<file path="src/rtl/mdio_pkg.sv">
package mdio_pkg;
  localparam int ADDR_W = 5;
  localparam int DATA_W = 16;
  localparam int DIV_W  = 6;

  typedef struct packed {
    logic              launch;
    logic              isRead;
    logic              usePre;
    logic [ADDR_W-1:0] phy;
    logic [ADDR_W-1:0] regNum;
    logic [DATA_W-1:0] wrData;
    logic [DIV_W-1:0]  halfDiv;
  } frameReq_t;
endpackage

</file>
<file path="src/rtl/mdio_datapath.sv">
module mdio_datapath
  import mdio_pkg::*;
#(
  parameter int PRE_BITS = 32
) (
  input  logic              clk,
  input  logic              rstN,
  input  frameReq_t         req,
  input  logic              mdioIn,
  output logic              mdc,
  output logic              mdioOut,
  output logic              mdioOe,
  output logic              active,
  output logic              done,
  output logic [DATA_W-1:0] rdData
);
  localparam int HDR_BITS   = 4 + 2 * ADDR_W;
  localparam int FRAME_BITS = HDR_BITS + 2 + DATA_W;
  localparam int TOTAL      = PRE_BITS + FRAME_BITS;
  localparam int CNT_W      = $clog2(TOTAL + 1);
  localparam int TA_DATA    = 2 + DATA_W;

  logic [TOTAL-1:0]      shiftR;
  logic [CNT_W-1:0]      bitsLeft;
  logic [DIV_W-1:0]      divCnt, halfR, lastCnt;
  logic                  readR, mdcR, activeR, doneR;
  logic [DATA_W-1:0]     rdShift;
  logic [FRAME_BITS-1:0] frameBits;
  logic [TOTAL-1:0]      loadBits;

  always_comb begin
    frameBits = {2'b01, (req.isRead ? 2'b10 : 2'b01), req.phy, req.regNum,
                 (req.isRead ? 2'b00 : 2'b10),
                 (req.isRead ? {DATA_W{1'b0}} : req.wrData)};
    loadBits  = req.usePre ? {{PRE_BITS{1'b1}}, frameBits}
                           : {frameBits, {PRE_BITS{1'b0}}};
    lastCnt   = halfR - 1'b1;
  end

  always_ff @(posedge clk) begin
    if (!rstN) begin
      shiftR   <= '0;
      bitsLeft <= '0;
      divCnt   <= '0;
      halfR    <= DIV_W'(1);
      readR    <= 1'b0;
      mdcR     <= 1'b0;
      activeR  <= 1'b0;
      doneR    <= 1'b0;
      rdShift  <= '0;
    end else begin
      doneR <= 1'b0;
      if (!activeR) begin
        if (req.launch) begin
          activeR  <= 1'b1;
          shiftR   <= loadBits;
          bitsLeft <= req.usePre ? CNT_W'(TOTAL) : CNT_W'(FRAME_BITS);
          halfR    <= (req.halfDiv == '0) ? DIV_W'(1) : req.halfDiv;
          readR    <= req.isRead;
          divCnt   <= '0;
          mdcR     <= 1'b0;
          rdShift  <= '0;
        end
      end else if (divCnt != lastCnt) begin
        divCnt <= divCnt + 1'b1;
      end else begin
        divCnt <= '0;
        mdcR   <= !mdcR;
        if (!mdcR) begin
          if (readR && bitsLeft <= CNT_W'(DATA_W))
            rdShift <= {rdShift[DATA_W-2:0], mdioIn};
        end else if (bitsLeft == CNT_W'(1)) begin
          activeR <= 1'b0;
          doneR   <= 1'b1;
        end else begin
          bitsLeft <= bitsLeft - 1'b1;
          shiftR   <= {shiftR[TOTAL-2:0], 1'b0};
        end
      end
    end
  end

  assign mdc     = mdcR;
  assign mdioOut = activeR ? shiftR[TOTAL-1] : 1'b1;
  assign mdioOe  = activeR && !(readR && bitsLeft <= CNT_W'(TA_DATA));
  assign active  = activeR;
  assign done    = doneR;
  assign rdData  = rdShift;

  assert_done_single_R2: assert property (@(posedge clk) disable iff (!rstN)
    done |=> !done);
  assert_mdc_hold_R5: assert property (@(posedge clk) disable iff (!rstN)
    activeR && $past(activeR) && divCnt != '0 |-> $stable(mdc));
  assert_out_steady_high_R5: assert property (@(posedge clk) disable iff (!rstN)
    activeR && $past(activeR) && mdc && $past(mdc) |-> $stable(mdioOut));
endmodule

</file>
<file path="src/rtl/mdio_ctrl.sv">
module mdio_ctrl
  import mdio_pkg::*;
#(
  parameter int POLL_REG = 1
) (
  input  logic              clk,
  input  logic              rstN,
  input  logic              regWrEn,
  input  logic              regSel,
  input  logic [31:0]       regWdata,
  input  logic              dpActive,
  input  logic              dpDone,
  input  logic [DATA_W-1:0] dpRdData,
  output frameReq_t         req,
  output logic [31:0]       cmdWord,
  output logic [31:0]       cfgWord,
  output logic              pollValid,
  output logic [ADDR_W-1:0] pollAddr,
  output logic [DATA_W-1:0] pollData
);
  logic              cmdBusy, cmdPending, cmdRd, cmdWr;
  logic [ADDR_W-1:0] cmdPhy, cmdReg;
  logic [DATA_W-1:0] cmdData;
  logic              cfgEn, cfgPre;
  logic [DIV_W-1:0]  cfgDiv;
  logic [ADDR_W-1:0] cfgFirst, cfgLast, pollCur, frameAddr;
  logic              frameRun, ownerCpu;
  logic              wrCmd, wrCfg, cmdOk, launch, pickCpu;
  logic              unusedBit;

  assign unusedBit = regWdata[17];
  assign wrCmd   = regWrEn && !regSel;
  assign wrCfg   = regWrEn && regSel;
  assign cmdOk   = wrCmd && !cmdBusy && regWdata[31] && regWdata[16] &&
                   (regWdata[19] ^ regWdata[18]);
  assign pickCpu = cmdPending;
  assign launch  = !frameRun && (cmdPending || cfgEn);

  always_comb begin
    req.launch  = launch;
    req.isRead  = pickCpu ? cmdRd : 1'b1;
    req.usePre  = cfgPre;
    req.phy     = pickCpu ? cmdPhy : pollCur;
    req.regNum  = pickCpu ? cmdReg : ADDR_W'(POLL_REG);
    req.wrData  = cmdData;
    req.halfDiv = cfgDiv;
  end

  always_ff @(posedge clk) begin
    if (!rstN) begin
      cmdBusy    <= 1'b0;
      cmdPending <= 1'b0;
      cmdRd      <= 1'b0;
      cmdWr      <= 1'b0;
      cmdPhy     <= '0;
      cmdReg     <= '0;
      cmdData    <= '0;
      cfgEn      <= 1'b0;
      cfgPre     <= 1'b0;
      cfgDiv     <= '0;
      cfgFirst   <= '0;
      cfgLast    <= '0;
      pollCur    <= '0;
      frameAddr  <= '0;
      frameRun   <= 1'b0;
      ownerCpu   <= 1'b0;
      pollValid  <= 1'b0;
      pollAddr   <= '0;
      pollData   <= '0;
    end else begin
      pollValid <= 1'b0;
      if (cmdOk) begin
        cmdBusy    <= 1'b1;
        cmdPending <= 1'b1;
        cmdRd      <= regWdata[19];
        cmdWr      <= regWdata[18];
        cmdReg     <= regWdata[29:25];
        cmdPhy     <= regWdata[24:20];
        cmdData    <= regWdata[DATA_W-1:0];
      end
      if (launch) begin
        frameRun  <= 1'b1;
        ownerCpu  <= pickCpu;
        frameAddr <= req.phy;
        if (pickCpu) cmdPending <= 1'b0;
      end
      if (dpDone) begin
        frameRun <= 1'b0;
        if (ownerCpu) begin
          cmdBusy <= 1'b0;
          if (cmdRd) cmdData <= dpRdData;
        end else begin
          pollValid <= 1'b1;
          pollAddr  <= frameAddr;
          pollData  <= dpRdData;
          pollCur   <= (frameAddr >= cfgLast) ? cfgFirst : frameAddr + 1'b1;
        end
      end
      if (wrCfg) begin
        cfgEn    <= regWdata[31];
        cfgPre   <= regWdata[30];
        cfgDiv   <= regWdata[29:24];
        cfgLast  <= regWdata[12:8];
        cfgFirst <= regWdata[4:0];
        if (regWdata[31] && !cfgEn) pollCur <= regWdata[4:0];
      end
    end
  end

  assign cmdWord = {cmdBusy, 1'b0, cmdReg, cmdPhy, cmdRd, cmdWr, 2'b00, cmdData};
  assign cfgWord = {cfgEn, cfgPre, cfgDiv, 11'b0, cfgLast, 3'b000, cfgFirst};

  assert_busy_hold_R2: assert property (@(posedge clk) disable iff (!rstN)
    cmdBusy && !dpDone |=> cmdBusy);
  assert_ignore_busy_R7: assert property (@(posedge clk) disable iff (!rstN)
    cmdBusy && wrCmd && !dpDone |=> cmdBusy && $stable(cmdPhy) && $stable(cmdReg));
  assert_launch_idle_R9: assert property (@(posedge clk) disable iff (!rstN)
    launch |-> !dpActive);
endmodule

</file>
<file path="src/rtl/mdio_poll_master.sv">
module mdio_poll_master
  import mdio_pkg::*;
#(
  parameter int PRE_BITS = 32,
  parameter int POLL_REG = 1
) (
  input  logic        clk,
  input  logic        rstN,
  input  logic        regWrEn,
  input  logic        regSel,
  input  logic [31:0] regWdata,
  output logic [31:0] regRdata,
  output logic        mdc,
  output logic        mdioOut,
  output logic        mdioOe,
  input  logic        mdioIn,
  output logic        pollValid,
  output logic [4:0]  pollAddr,
  output logic [15:0] pollData
);
  frameReq_t         req;
  logic              dpActive, dpDone;
  logic [DATA_W-1:0] dpRdData;
  logic [31:0]       cmdWord, cfgWord;

  mdio_ctrl #(.POLL_REG(POLL_REG)) u_ctrl (
    .clk(clk), .rstN(rstN), .regWrEn(regWrEn), .regSel(regSel),
    .regWdata(regWdata), .dpActive(dpActive), .dpDone(dpDone),
    .dpRdData(dpRdData), .req(req), .cmdWord(cmdWord), .cfgWord(cfgWord),
    .pollValid(pollValid), .pollAddr(pollAddr), .pollData(pollData)
  );

  mdio_datapath #(.PRE_BITS(PRE_BITS)) u_dp (
    .clk(clk), .rstN(rstN), .req(req), .mdioIn(mdioIn), .mdc(mdc),
    .mdioOut(mdioOut), .mdioOe(mdioOe), .active(dpActive), .done(dpDone),
    .rdData(dpRdData)
  );

  assign regRdata = regSel ? cfgWord : cmdWord;
endmodule

</file>
<file path="config.mk">
export PLATFORM = sky130hd
export DESIGN_NAME = mdio_poll_master
export DESIGN_NICKNAME = d
export VERILOG_FILES = /design/src/rtl/mdio_pkg.sv /design/src/rtl/mdio_datapath.sv /design/src/rtl/mdio_ctrl.sv /design/src/rtl/mdio_poll_master.sv
export SDC_FILE = /design/constraint.sdc
export NUM_CORES = 1
export LEC_CHECK = 0
export BUFFER_PORTS_ARGS = -buffer_cell sky130_fd_sc_hd__buf_2
export CAP_MARGIN = 15
export CORE_MARGIN = 1.5
export CORE_UTILIZATION = 35
export DETAILED_ROUTE_END_ITERATION = 6
export PLACE_DENSITY = 0.49
export SLEW_MARGIN = 20
export SYNTH_ARGS = -nofsm -noshare
export SYNTH_HDL_FRONTEND = slang
export SYNTH_SLANG_ARGS = --single-unit
</file>
<file path="constraint.sdc">
create_clock -name clk -period 2.8 [get_ports clk]
set_input_delay 0.28 -clock clk [delete_from_list [all_inputs] [get_ports clk]]
set_output_delay 0.28 -clock clk [all_outputs]
set_load 0.01 [all_outputs]
</file>
==> run metrics <==
status completed; EDFF count, synth 0; DP Area 0.00968 mm²; CP max-delay cell o21ai_2; CP Capture Type flip-flop; IO Count 94; critical path class flip-flop to flip-flop; Crit. Startpoint u_dp.halfR[0]; Ys Warns 0; Finished Core Util 40.9%; via/cell ratio 5.29; dpl ws about 0.26 ns; routed vias 7907; DRC Markers 0; FF-to-FF Start u_dp.halfR[0]; Max FO, Critical Path 12; clk_lat worst skew 0.45 ns; vias in the first global route 7392; GP Congestion 0.813; row cnt 58; Post-DP HPWL 18.3 mm; setup violators final 0; Port Buf Inserts 90; share of layout cells above drive strength 1 16.0%; Hold Startpoint regWdata[22]; Antenna Cells 0; most frequent cells in the layout nand2_1 (280), dfxtp_1 (184), a21oi_1 (106); dpl cells 1463; CTS tree built; top_reg_cell synth dfxtp_1; Design Area, Final between 0.01 and 0.015 mm²; Yosys top cell by area dfxtp_1; Die W 163 µm; Routed Antenna Nets 0; 1st-iter DRT viols 483; Worst EP required 3.09 ns; top-area cell type share of the netlist area 41.3%; root buffer cell clkbuf_16; initial antenna violation count 0; Yosys reg bits 185; RSZ-0062 raised after global routing false; P&R area growth vs syn 14.8%; TritonRoute pass-1 iters 5; CTS Sinks around 190; final worst slack roughly 0.26 ns; Hold WS 0.0713 ns; Final Hold Viols 0; PnR Total Power 5.99 mW; GR Overflow Total 0; CTS max path bufs 2; Buf+Inv Stages, Crit Path 1; Netlist cell types 63; fin cells 1495; Arrival @ worst endpoint around 2.8 ns; Total Routing Usage GR 20.8%; LEAKAGE 4.18 nW; Die ar. 0.0266 mm²; VDD IR max 401 µV; max_cap viols 0; die height 163 µm; fmax 393 MHz; crit-path max cell delay approximately 0.57 ns; Hold/Removal Path Class input pin to flip-flop; CTS Hold Bufs 0; nets@finish 1200; first-pass GRT wire length 42.8 mm; CP Cell Sequence inv_1, ha_1, or3b_1, a211oi_2, o211ai_2, o21ai_2, a311oi_1; Final Cycle Share 90.9%; dominant cells by area after synthesis dfxtp_1 (41%), nand2_1 (12%), mux2i_1 (6.8%); min Tclk post-route 2.54 ns; clock transition at the registers of the reported paths 0.08 ns; CTS buffer count 17; CTS H-tree depth 4; routed len/inst ~18 µm; Startpoint Class flip-flop; post-cts resize count 0; Slew Viols, Final 0; synthesized area per cell 8.13 µm²; Setup Buffers After CTS 0; setup TNS 0 ns; Syn Inst Count ~1100; Mapped Area 0.00897 mm²; Worst-Margin Slew slightly above 0.9 ns; Seq/Total Area, Yosys roughly 41%; most common cell after layout, fill and taps aside nand2_1; routed wire length roughly 27 mm; FILL cells 2579; core footprint 0.0252 mm²; Initial Util 35.6%; PD cells 581 mW/mm²; Setup Skew approximately 0.013 ns; ys async rst share 0%; Worst slew margin 38.8%; largest net degree at the start of global routing approximately 110; Crit path max-delay family compound AO/OA/AOI/OAI gates
## registers in the layout, indices dropped and copies added (netlist names), 6 cells and up
signal / flops
u_dp.halfR: 6
u_ctrl.cmdData: 16
u_ctrl.cfgDiv: 6
u_ctrl.pollData: 16
u_dp.rdData: 16
u_dp.bitsLeft: 7
u_dp.shiftR: 64
u_dp.divCnt: 6
## area by class of cell
cell class              count  area (µm²)  area share (%)
multi-input cells         808        4760            46.2
flip-flops and latches    185        3700            36.0
clock inverters            15         200            1.94
clock buffers              17         425            4.13
repair buffers            122         731            7.09
inverters                  18        68.8           0.668
well taps                 330         413            4.01
## worst reg2reg max path: cells and delay by family (launching register included)
family,cells,cell delay [ns]
adder cells (fa/ha/maj),1,0.24
AO/OA/AOI/OAI,4,1.35
AND/OR/NAND/NOR,1,0.38
buffers and inverters,1,0.09
flip-flops,1,0.33
## cell families after synthesis
logic type | after synthesis | share of synthesized area, %
fa+ha+maj | 11 | 1.53
other cells | 1 | 0.0418
buf+inv | 111 | 5.87
simple gates | 420 | 20.2
xor+xnor | 13 | 1.27
compound gates | 284 | 20.8
mux | 78 | 8.94
flops | 185 | 41.3
## report_power, final
part / internal (mW) / leakage [nW] / switching [mW]
clock: 1.38 / 0.306 / 1.22
sequential: 2.68 / 1.50 / 0.0557
combinational: 0.222 / 2.38 / 0.423
## cell usage after synthesis, drive strengths merged, types with 2 or more instances
master and instances:
a211oi 21, a21boi 2, a21o 3, a21oi 107, a221oi 3, a22o 15
a311oi 25, a31oi 5, a41o 3, and2 22, and3 2, buf 21
clkbuf 72, dfxtp 185, ha 11, inv 18, mux2 17, mux2i 61
nand2 280, nand2b 3, nand3 32, nand3b 2, nand4 7, nor2 32
nor2b 16, nor3 8, nor3b 2, nor4 3, o2111a 2, o211a 2
o211ai 40, o21a 3, o21ai 42, o221ai 2, or2 2, or3 4
or4 3, xnor2 8, xor2 5
## layer usage
| metal | part of all wire [%] | track usage (%) |
|---|---|---|
| met1 | 49 | 29.6 |
| met2 | 46 | 32.9 |
| met3 | 3.9 | 3.25 |
| met4 | 0.95 | 4.67 |
| met5 | 0 | 0 |
## path summary, 6_finish.rpt
kind / depth (start not counted) / end / slack [ns]
setup / recovery: 7 / u_dp.shiftR[21] / 0.26
hold / removal: 3 / u_ctrl.cmdPhy[2] / 0.07
setup reg to reg: 7 / u_dp.shiftR[21] / 0.26
hold reg to reg: 2 / u_ctrl.pollData[10] / 0.46
No activity file was read; power rests on OpenSTA's default activity.
